<file path="src/rtl/irqagg_pkg.sv">
package irqagg_pkg;
   localparam int unsigned ADDR_W  = 12;
   localparam int unsigned DATA_W  = 32;
   localparam int unsigned SUM_W   = 32;
   localparam int unsigned OWNER_W = 3;
   localparam int unsigned MAX_PER = 256;

   typedef enum logic [2:0] {
      RG_SUM,
      RG_CFG,
      RG_STS,
      RG_CLR,
      RG_NONE
   } region_e;

   localparam logic [ADDR_W-1:0] CFG_BASE = 12'h200;
   localparam logic [ADDR_W-1:0] STS_BASE = 12'h600;
   localparam logic [ADDR_W-1:0] CLR_BASE = 12'hA00;
   localparam logic [ADDR_W-1:0] END_BASE = 12'hE00;

   function automatic region_e decode_region(input logic [ADDR_W-1:0] a);
      if (a < CFG_BASE)      return RG_SUM;
      else if (a < STS_BASE) return RG_CFG;
      else if (a < CLR_BASE) return RG_STS;
      else if (a < END_BASE) return RG_CLR;
      else                   return RG_NONE;
   endfunction
endpackage

</file>
<file path="src/rtl/irqagg_periph.sv">
module irqagg_periph
   import irqagg_pkg::*;
#(
   parameter int unsigned LINES = 8
) (
   input  logic               clk,
   input  logic               rst_n,
   input  logic [LINES-1:0]   line_pulse,
   input  logic               cfg_wr,
   input  logic               cfg_en,
   input  logic [OWNER_W-1:0] cfg_owner,
   input  logic               clr_wr,
   input  logic [LINES-1:0]   clr_mask,
   output logic [LINES-1:0]   status,
   output logic               acc_en,
   output logic [OWNER_W-1:0] owner,
   output logic               active
);
   logic [LINES-1:0] kill;

   assign kill = clr_wr ? clr_mask : '0;

   always_ff @(posedge clk) begin
      if (!rst_n) begin
         status <= '0;
         acc_en <= 1'b0;
         owner  <= '0;
      end else begin
         status <= (status & ~kill) | line_pulse;
         if (cfg_wr) begin
            acc_en <= cfg_en;
            owner  <= cfg_owner;
         end
      end
   end

   assign active = acc_en & (|status);

   p_pulse_wins_r4 : assert property (@(posedge clk) disable iff (!rst_n)
      (|line_pulse) |=> ((status & $past(line_pulse)) == $past(line_pulse)));

   p_clear_r3 : assert property (@(posedge clk) disable iff (!rst_n)
      (clr_wr && |(clr_mask & ~line_pulse)) |=> ((status & $past(clr_mask & ~line_pulse)) == '0));

   p_sticky_r2 : assert property (@(posedge clk) disable iff (!rst_n)
      (!clr_wr && line_pulse == '0) |=> $stable(status));
endmodule

</file>
<file path="src/rtl/irqagg_summary.sv">
module irqagg_summary
   import irqagg_pkg::*;
#(
   parameter int unsigned NUM_PERIPH = 64,
   parameter int unsigned NUM_ENV    = 6
) (
   input  logic                          clk,
   input  logic                          rst_n,
   input  logic [NUM_PERIPH-1:0]         active,
   input  logic [NUM_PERIPH*OWNER_W-1:0] owner_flat,
   output logic [NUM_ENV*NUM_PERIPH-1:0] sum_flat
);
   for (genvar p = 0; p < NUM_PERIPH; p++) begin : g_per
      logic [NUM_ENV-1:0] column;
      for (genvar e = 0; e < NUM_ENV; e++) begin : g_env
         assign column[e] = active[p] &&
            (owner_flat[p*OWNER_W +: OWNER_W] == OWNER_W'(e));
         assign sum_flat[e*NUM_PERIPH + p] = column[e];
      end

      p_one_env_r6 : assert property (@(posedge clk) disable iff (!rst_n)
         $onehot0(column));
   end
endmodule

</file>
<file path="src/rtl/irqagg_top.sv">
module irqagg_top
   import irqagg_pkg::*;
#(
   parameter int unsigned NUM_PERIPH = 64,
   parameter int unsigned LINES      = 8,
   parameter int unsigned NUM_ENV    = 6,
   parameter int unsigned HOST_ENV   = 0
) (
   input  logic                        clk,
   input  logic                        rst_n,
   input  logic [NUM_PERIPH*LINES-1:0] line_irq,
   input  logic                        reg_wr,
   input  logic                        reg_rd,
   input  logic [11:0]                 reg_addr,
   input  logic [31:0]                 reg_wdata,
   output logic [31:0]                 reg_rdata,
   output logic                        irq_out
);
   localparam int unsigned NUM_WORDS = (NUM_PERIPH + SUM_W - 1) / SUM_W;

   if (NUM_PERIPH < 1 || NUM_PERIPH > MAX_PER) begin : g_bad_per
      $error("NUM_PERIPH out of range");
   end
   if (LINES < 1 || LINES > 8) begin : g_bad_lines
      $error("LINES must be 1..8");
   end
   if (NUM_ENV < 1 || NUM_ENV > 8) begin : g_bad_env
      $error("NUM_ENV must be 1..8");
   end
   if (HOST_ENV >= NUM_ENV) begin : g_bad_host
      $error("HOST_ENV must be below NUM_ENV");
   end
   if (NUM_WORDS > 8) begin : g_bad_words
      $error("summary words exceed address window");
   end

   region_e           region;
   logic [ADDR_W-1:0] offs;
   logic [7:0]        pidx;

   always_comb begin
      region = decode_region(reg_addr);
      unique case (region)
         RG_CFG:  offs = reg_addr - CFG_BASE;
         RG_STS:  offs = reg_addr - STS_BASE;
         RG_CLR:  offs = reg_addr - CLR_BASE;
         default: offs = reg_addr;
      endcase
      pidx = offs[9:2];
   end

   logic [NUM_PERIPH-1:0]         active_vec;
   logic [NUM_PERIPH-1:0]         en_vec;
   logic [NUM_PERIPH*OWNER_W-1:0] owner_flat;
   logic [NUM_PERIPH*LINES-1:0]   status_flat;
   logic [NUM_ENV*NUM_PERIPH-1:0] sum_flat;

   for (genvar p = 0; p < NUM_PERIPH; p++) begin : g_slice
      logic hit;
      assign hit = (pidx == 8'(p));

      irqagg_periph #(.LINES(LINES)) i_periph (
         .clk        (clk),
         .rst_n      (rst_n),
         .line_pulse (line_irq[p*LINES +: LINES]),
         .cfg_wr     (reg_wr && region == RG_CFG && hit),
         .cfg_en     (reg_wdata[0]),
         .cfg_owner  (reg_wdata[8 +: OWNER_W]),
         .clr_wr     (reg_wr && region == RG_CLR && hit),
         .clr_mask   (reg_wdata[LINES-1:0]),
         .status     (status_flat[p*LINES +: LINES]),
         .acc_en     (en_vec[p]),
         .owner      (owner_flat[p*OWNER_W +: OWNER_W]),
         .active     (active_vec[p])
      );
   end

   irqagg_summary #(.NUM_PERIPH(NUM_PERIPH), .NUM_ENV(NUM_ENV)) i_summary (
      .clk        (clk),
      .rst_n      (rst_n),
      .active     (active_vec),
      .owner_flat (owner_flat),
      .sum_flat   (sum_flat)
   );

   logic [DATA_W-1:0] rd_next;

   always_comb begin
      rd_next = '0;
      unique case (region)
         RG_SUM: begin
            for (int k = 0; k < SUM_W; k++) begin
               int env;
               int per;
               env = int'(reg_addr[7:5]);
               per = int'(reg_addr[4:2]) * SUM_W + k;
               if (env < NUM_ENV && per < NUM_PERIPH)
                  rd_next[k] = sum_flat[env*NUM_PERIPH + per];
            end
         end
         RG_CFG: begin
            if (int'(pidx) < NUM_PERIPH) begin
               rd_next[0]            = en_vec[pidx];
               rd_next[8 +: OWNER_W] = owner_flat[int'(pidx)*OWNER_W +: OWNER_W];
            end
         end
         RG_STS: begin
            if (int'(pidx) < NUM_PERIPH)
               rd_next[LINES-1:0] = status_flat[int'(pidx)*LINES +: LINES];
         end
         default: rd_next = '0;
      endcase
   end

   always_ff @(posedge clk) begin
      if (!rst_n) begin
         reg_rdata <= '0;
         irq_out   <= 1'b0;
      end else begin
         if (reg_rd) reg_rdata <= rd_next;
         irq_out <= |sum_flat[HOST_ENV*NUM_PERIPH +: NUM_PERIPH];
      end
   end

   p_irq_quiet_r8 : assert property (@(posedge clk) disable iff (!rst_n)
      !(|$past(en_vec)) |-> !irq_out);

   p_irq_nostatus_r7 : assert property (@(posedge clk) disable iff (!rst_n)
      !(|$past(status_flat)) |-> !irq_out);

   p_rdata_hold_r11 : assert property (@(posedge clk) disable iff (!rst_n)
      !reg_rd |=> $stable(reg_rdata));
endmodule

</file>
<file path="config.mk">
export PLATFORM = sky130hd
export DESIGN_NAME = irqagg_top
export DESIGN_NICKNAME = d
export VERILOG_FILES = /design/src/rtl/irqagg_pkg.sv /design/src/rtl/irqagg_periph.sv /design/src/rtl/irqagg_summary.sv /design/src/rtl/irqagg_top.sv
export SDC_FILE = /design/constraint.sdc
export NUM_CORES = 2
export LEC_CHECK = 0
export ABC_AREA = 1
export BUFFER_PORTS_ARGS = -buffer_cell sky130_fd_sc_hd__buf_2
export CORE_ASPECT_RATIO = 0.9
export CORE_MARGIN = 8
export CORE_UTILIZATION = 30
export CTS_CLUSTER_SIZE = 20
export DETAILED_ROUTE_END_ITERATION = 6
export PLACE_DENSITY_LB_ADDON = 0.15
export SYNTH_ARGS = -nofsm -noshare
export SYNTH_HDL_FRONTEND = slang
export SYNTH_SLANG_ARGS = --single-unit
</file>
<file path="constraint.sdc">
create_clock -name clk -period 3.2 [get_ports clk]
set_clock_uncertainty 0.2 [all_clocks]
set_input_delay 0.32 -clock clk [delete_from_list [all_inputs] [get_ports clk]]
set_output_delay 0.32 -clock clk [all_outputs]
set_load 0.1 [all_outputs]
</file>
==> results.json <==
{
  "synthMuxAreaShare": 0,
  "clock_latency_ps": 740,
  "place_congestion": 0.9787,
  "place_inst": 8734,
  "worst_pin_slew_ps": 1239,
  "yosys-top-cells-count": "nand2_1 (1191), o21ai_0 (1056), a21oi_1 (917)",
  "outcome": "finished clean",
  "grt_max_degree": 135,
  "grt_pass1_wl_um": 357300,
  "initial_core_util": 0.3005,
  "clk_pin_slew_ps": 60,
  "synth-simple-area-share": 0.2097,
  "clk_path_buf_depth": 3,
  "rows": 130,
  "setup.worst_path.start_class": "input pin",
  "final_core_utilization": 0.4154,
  "synth.area.top_cells": "dfxtp_1 (38%), o21ai_0 (13%), a21oi_1 (11%)",
  "design_area_sq_um": 57710,
  "cts_tree": "yes",
  "viasPerCell": 5.476,
  "yosysWarnings": 0,
  "p_per_area_nw_per_um2": 472.6,
  "ir_drop_mv": 0.3934,
  "syn2layout_area_growth_pct": 38.22,
  "crit_fanout": 10,
  "die_w_um": 409.2,
  "cts_buffers": 93,
  "hpwl_um": 183500,
  "grt_pass1_vias": 50680,
  "total_leakage_power_nw": 25.17,
  "post-synth-top-count-cell": "nand2_1",
  "synth_top_area_cell": "dfxtp_1",
  "syn_area_sq_um": 41750,
  "yosysTopAreaCellShare": 0.3841,
  "fmaxAchievable_mhz": 326.8,
  "port_buffers": 569,
  "fin_cells": 9488,
  "synth-compound-area-share": 0.2867,
  "die_height_um": 369.9,
  "antenna_found_initial": 22,
  "via_count": 51960,
  "finalHoldViolCount": 0,
  "synth_top_family_by_area": "compound AO/OA/AOI/OAI gates",
  "crit_arrival_ps": 3470,
  "htree_levels": 3,
  "path_class": "in -> reg",
  "ys_seq_elements": 801,
  "ys_types": 53,
  "design.portCount": 593,
  "grt_usage": 0.3153,
  "syn_nets": 6904,
  "wl_per_cell_um": 26.42,
  "syn_avg_cell_area_sq_um": 6.583,
  "synth_seq_area_share": 0.3841,
  "drive_gt1_frac": 0.1463,
  "drv_slew": 0,
  "drc": 0,
  "grt.overflow.total": 0,
  "antenna_left": 0,
  "required_ps": 3610,
  "critPathCaptureType": "flip-flop",
  "cts_setup_buffers": 0,
  "async_flop_share": 0,
  "rsz0062_at_grt": "no",
  "hp-class": "in -> reg",
  "die_area_sq_um": 151400,
  "fin_setup_tns_ps": 0,
  "finalCritPeriodShare": 0.9563,
  "synth-edff-count": 0,
  "dpl-instance-area_sq_um": 48640,
  "root_buffer": "clkbuf_16",
  "finalSetupViolations": 0,
  "first_pass_iters": 6,
  "layout.nets": 8113,
  "drt_iter0_markers": 5741,
  "synth_fa_ha_area_frac": 0.0007792,
  "holdWs_ps": 31.12,
  "synth_ff_type": "dfxtp_1",
  "design.core.area_sq_um": 138900,
  "finalWirelength_um": 250700,
  "synth_xor_area_frac": 0.006713,
  "cap_violations": 0,
  "numClockSinks": 801,
  "syn_inst": 6342,
  "relSlewSlack": 0.1668,
  "fin_crit_ps": 3060
}
registers in the layout, indices dropped and copies added (netlist names):
name                     count
irq_out                      1
reg_rdata                   32
g_slice.i_periph.acc_en     64
g_slice.i_periph.status    512
g_slice.i_periph.owner     192
path summary, 6_finish.rpt:
| kind | from | endpoint | slack [ps] | cells after the start |
|---|---|---|---|---|
| setup reg to reg | g_slice[38].i_periph.status[2] | irq_out | 190 | 11 |
| setup / recovery | reg_addr[7] | g_slice[10].i_periph.status[0] | 140 | 9 |
| hold / removal | reg_wdata[2] | g_slice[18].i_periph.status[2] | 30 | 5 |
| hold reg to reg | reg_rdata[25] | reg_rdata[25] | 260 | 2 |
per-layer routing:
layer  GRT usage  routed length, um  vias up
li1            -                  -    23720
met1      0.4099             103600    24840
met2      0.4888             108400     2792
met3     0.06871              23250      602
met4      0.1659              15460        6
met5           0                 42        -
cell type report:
| cell class | instances | area, sq um |
|---|---|---|
| fillers | 14580 | 81200 |
| inverters | 805 | 3037 |
| well taps | 1848 | 2312 |
| repair buffers | 1489 | 11880 |
| clock buffers | 134 | 2753 |
| clock inverters | 36 | 574.3 |
| diodes | 14 | 35.03 |
| multi-input cells | 4361 | 21080 |
| flip-flops and latches | 801 | 16040 |
cells in the final DEF, fill, tap and decap left out, types with 13 or more instances in the layout:
master / n
a211oi_1: 20
a21oi_1: 917
a22o_1: 95
buf_12: 54
buf_2: 564
buf_4: 299
clkbuf_1: 15
clkbuf_16: 94
clkbuf_8: 25
clkinv_2: 15
dfxtp_1: 801
diode_2: 14
dlygate4sd3_1: 570
inv_1: 787
inv_2: 13
nand2_1: 1189
nand3_1: 231
nand4_1: 66
nor2_1: 404
nor3_1: 55
nor4_1: 116
o211ai_1: 43
o21ai_0: 1055
o22ai_1: 32
xor2_1: 22
through the flow:
stage          total power (W)  setup slack [ps]
2_1_floorplan          0.01290             643.2
6_report               0.02727             139.9
3_3_place_gp           0.01495             133.7
4_1_cts                0.02720             252.2
5_1_grt                0.02804             48.26
3_5_place_dp           0.01498             91.90
cells by family after synthesis:
logic type	count (synthesis)
compound gates	2237
simple gates	2090
fa+ha+maj	2
buf+inv	1180
flops	801
xor+xnor	32
power breakdown:
part	switching [W]	total, W	internal (W)
Sequential	0.000427	0.0109	0.0104
Combinational	0.00283	0.00460	0.00177
Clock	0.00489	0.0118	0.00690
critical path: stages:
cell and delay, ps:
dlygate4sd3_1 530, buf_2 250, nor2_1 220, nand2_2 270, nor2_1 580, nand2_1 350, o21ai_0 250, a21oi_1 80
dlygate4sd3_1 580
repair_timing:
item                                   4_1_cts  5_1_grt
hold buffers                               570        0
setup endpoints to repair                    0        2
gates resized for setup                      0        1
endpoints found under the hold margin      532        0
(Power assumes the default switching activity.)
